### config.mk
export PLATFORM = sky130hd
export DESIGN_NAME = burst_addr_seq
export DESIGN_NICKNAME = d
export VERILOG_FILES = /design/src/rtl/burst_addr_seq.sv
export SDC_FILE = /design/constraint.sdc
export NUM_CORES = 1
export LEC_CHECK = 0
export BUFFER_PORTS_ARGS = -buffer_cell sky130_fd_sc_hd__buf_2
export CAP_MARGIN = 20
export CORE_MARGIN = 5
export CORE_UTILIZATION = 39
export CTS_CLUSTER_SIZE = 10
export DETAILED_ROUTE_END_ITERATION = 8
export GPL_ROUTABILITY_DRIVEN = 0
export PLACE_DENSITY = 0.73
export SYNTH_ARGS = -nofsm -noshare
export SYNTH_HDL_FRONTEND = slang
export SYNTH_SLANG_ARGS = --single-unit
### constraint.sdc
create_clock -name clk -period 0.85 [get_ports clk]
set_clock_uncertainty 0.05 [all_clocks]
set_input_delay 0.1275 -clock clk [delete_from_list [all_inputs] [get_ports clk]]
set_output_delay 0.1275 -clock clk [all_outputs]
set_load 0.1 [all_outputs]
### src/rtl/burst_addr_seq.sv
module burst_addr_seq #(
  parameter int AW = 17
) (
  input  logic          clk,
  input  logic          rst,
  input  logic [AW-1:0] addr_in,
  input  logic          strb_cpu_n,
  input  logic          strb_ctl_n,
  input  logic          sel1_n,
  input  logic          adv_n,
  input  logic          order_il,
  output logic [AW-1:0] addr_out,
  output logic [1:0]    beat
);

  logic [AW-1:0] base_q;
  logic [1:0]    cnt_q;
  logic          load;
  logic [1:0]    lo_il, lo_lin;

  assign load = ~strb_ctl_n | (~strb_cpu_n & ~sel1_n);

  always_ff @(posedge clk) begin
    if (rst) begin
      base_q <= '0;
      cnt_q  <= '0;
    end else if (load) begin
      base_q <= addr_in;
      cnt_q  <= '0;
    end else if (!adv_n) begin
      cnt_q  <= cnt_q + 2'd1;
    end
  end

  assign lo_il    = base_q[1:0] ^ cnt_q;
  assign lo_lin   = base_q[1:0] + cnt_q;
  assign addr_out = {base_q[AW-1:2], order_il ? lo_il : lo_lin};
  assign beat     = cnt_q;

endmodule

Yosys cells after proc, flatten, opt, wreduce, memory -nomap -nowiden
Cells that the tools add are included.
{ "totals": {"word_cells": 12, "out_inout_bits": 19, "in_bits": 24, "ff_bits": 19} }
{ "op_classes": {"n_bitwise": 6, "addsub": 2, "reduce_logical": 1, "mux": 1} }
{ "op_table": {"columns": ["op", "n"], "rows": [
  ["$not 1->1", 3],
  ["$add 2x1->2 const B", 1],
  ["$add 2x2->2", 1],
  ["$mux 2", 1],
  ["$reduce_or 2->1", 1],
  ["$xor 2x2->2", 1],
  ["$and 1x1->1", 1],
  ["$or 1x1->1", 1]
]} }

Depth between registers and ports, before layout
{ "logic_depth": {"depth_word": 4, "depth_mapped": 5, "mapped_depth_nobuf": 3} }

Worst setup path before layout
No wires, ideal clock.
{ "synth_timing": {"kind": "register -> output", "startpoint": "register cnt_q[1], in the netlist beat[1]", "endpoint": "output port addr_out[1]", "path_slack_ns": -2.111, "t_required_ns": 0.672, "arrival_ns": 2.783, "path_stages_with_launch": 3, "cell_sequence": "dfxtp_1 -> xnor2_1 -> xnor2_1"} }
{ "synth_via": {"elab_chain_len": 2} }
{ "synth_rtl": {"columns": ["item", "line_no", "source"], "rows": [
  ["from (decl)", "17", "logic [1:0] cnt_q;"],
  ["from (signal assigned)", "31", "cnt_q <= cnt_q + 2'd1;"],
  ["$add 2x2->2 / $xor 2x2->2 (equally long branches)", "36, 35", null],
  ["$mux 2 *", "37", "assign addr_out = {base_q[AW-1:2], order_il ? lo_il : lo_lin};"],
  ["to (decl)", "12", "output logic [AW-1:0] addr_out,"]
]} }
Mark *: on every way between the ends. The rest lies on a longest branch, timed or not.

Worst setup path after layout
Ends and elaborated chain as after synthesis.

==> out/metrics.yaml <==
area_delta_synth_final_pct: 66.2
first_global_vias: 767
power_density_nw_per_um2: 1640
vias: 743
fin_tns_setup_ns: -4.00
gr-total-overflow: 0
critPathMaxFanout: 2
crit_required_ns: 0.67
finalHoldViolCount: 0
worstSetupPathType: "flop to output port"
drc: 0
core-area_um2: 2150
wirelength_mm: 1.94
grt_usage_pct: 12.7
worstMarginPinSlew_ns: 0.362
reg2regPathDepth: 4
grt_max_degree: 20
status: "finished with violations"
clock-root-buffer: "clkbuf_4"
hold_depth: 3
fin_crit_sh_pct: 174
fmax_ghz: 0.675
maxCapViolCount: 0
ant_nets: 0
slew_headroom_pct: 75.9
core.rowCount: 17
die-width_um: 56.7
final_common_cell: "nand2_1"
peakVddDrop_mv: 1.06
dr.pass1.iters: 3
yosysSeqAreaShare_pct: 44.6
cts_tree: "done"
r2r_setup_slack_ns: -0.12
yosys_warnings: 0
hold_class: "input pin to flop"
place_area_um2: 1330
drive_gt1_share_pct: 59.9
violations: "negative setup slack"
drt_iter0_markers: 4
syn_nets: 126
chipHeight_um: 56.7
clk_pin_slew_ns: 0.10
syn_avg_cell_area_um2: 8.44
setup_viol: 21
p_leak_uw: 0.000603
syn-cell-area_um2: 852
fin_crit_ns: 1.48
dp_hpwl_mm: 1.63
design_area_um2: 1420
hold_buffers: 0
endpoint_kind: "output port"
utilization_pct: 65.9
numCtsBuffers: 3
cp.arrival_ns: 1.30
cts_buffer_depth: 2
routedWlPerCell_um: 11.8
initial_core_util_pct: 39.7
synth_seq_cells: 19
nets: 163
pin_count: 43
synthCells: 101
yosysUniqueCellTypes: 16
finalWorstSetupSlack_ns: -0.631
die_area_um2: 3220
vias_per_cell: 4.50
antenna_found_initial: 0
synth_top_cell_area_share_pct: 44.6
cts_sinks: 19
cts_htree_levels: 1
yosys-top-cells-area: "dfxtp_1 (45%), nand2_1 (15%), buf_4 (13%), a21oi_1 (8.8%), xnor2_1 (3.1%)"
report.final.slew_viol_count: 0
rsz0062_at_grt: "true"
io_buffer_count: 42
cp-start-kind: "flop"
place_ws_ns: -0.357
grt_pass1_wl_mm: 3.21
antenna_cells: 0
yosys.area.top_type: "dfxtp_1"
clock_latency_ns: 0.28
mostFrequentLayoutCells: "nand2_1 (34), buf_2 (23), buf_12 (19)"
## flip-flops by register name (all words and copies together), names as in the netlist
| signal | count |
|---|---|
| base_q | 17 |
| beat | 2 |
## what timing repair did
action / in CTS / in global routing
buffers inserted: 3 / 1
gates resized for setup: 19 / 2
pin swaps: 2 / 0
endpoints found under the hold margin: 0 / 0
endpoints found under the setup margin: 21 / 21
## final cells by class
class	count	area, um2
Fill cell	182	732
Timing Repair Buffer	52	574
Sequential cell	19	408
Multi-Input combinational cell	62	373
Tap cell	28	35.0
Clock buffer	4	26.3
## path summary, 6_finish.rpt
path / end / start
worst max-delay path: addr_out[1] / beat[1]
worst min register to register: base_q[9] / base_q[9]
worst max register to register: beat[1] / beat[0]
worst min-delay path: base_q[3] / addr_in[3]
## cell usage after synthesis
master	count
nor4_1	1
o21ai_4	1
buf_4	15
buf_8	1
nor2b_1	3
buf_1	1
buf_6	2
a21oi_1	15
nand2_1	34
nor3_1	1
buf_2	1
xnor2_1	3
o21a_1	1
ha_1	1
a21oi_2	2
dfxtp_1	19
## stage by stage
step / hold slack (ns) / instances / power (uW)
floorplan: 0.218 / 101 / 1610
global placement: 0.323 / 158 / 1870
detailed placement: 0.329 / 158 / 1890
CTS: 0.00908 / 165 / 2350
global route: 0.00558 / 165 / 2450
finish: 0.0148 / 165 / 2330
## report_power, final
part	switching, uW	internal (uW)	total, uW	leakage (uW)
Clock	253	182	435	0.0000150
Sequential	53.7	949	1000	0.000164
Combinational	550	339	889	0.000424
## worst max-delay path: stages (launching register included)
cell and delay [ns]:
dfxtp_4 0.37, xnor2_2 0.13, buf_4 0.15, xnor2_4 0.18, buf_12 0.19
## cell families after synthesis
group,count (synthesis),share of synthesized area (%)
and+or+nand+nor,39,18.5
xor gates and xnor gates,3,3.08
AOI/OAI and AO/OA,19,13.7
DFF,19,44.6
adders and majority gates,1,1.47
buffers and inverters,20,18.6
## per-layer routing
layer  wire, um  global-route usage [%]  share of wire, %
met3        217                    5.98                11
met1        699                    12.4                36
met5          0                       0                 0
met2       1030                    22.9                53
met4          0                    4.64                 0
(Power assumes the default switching activity.)
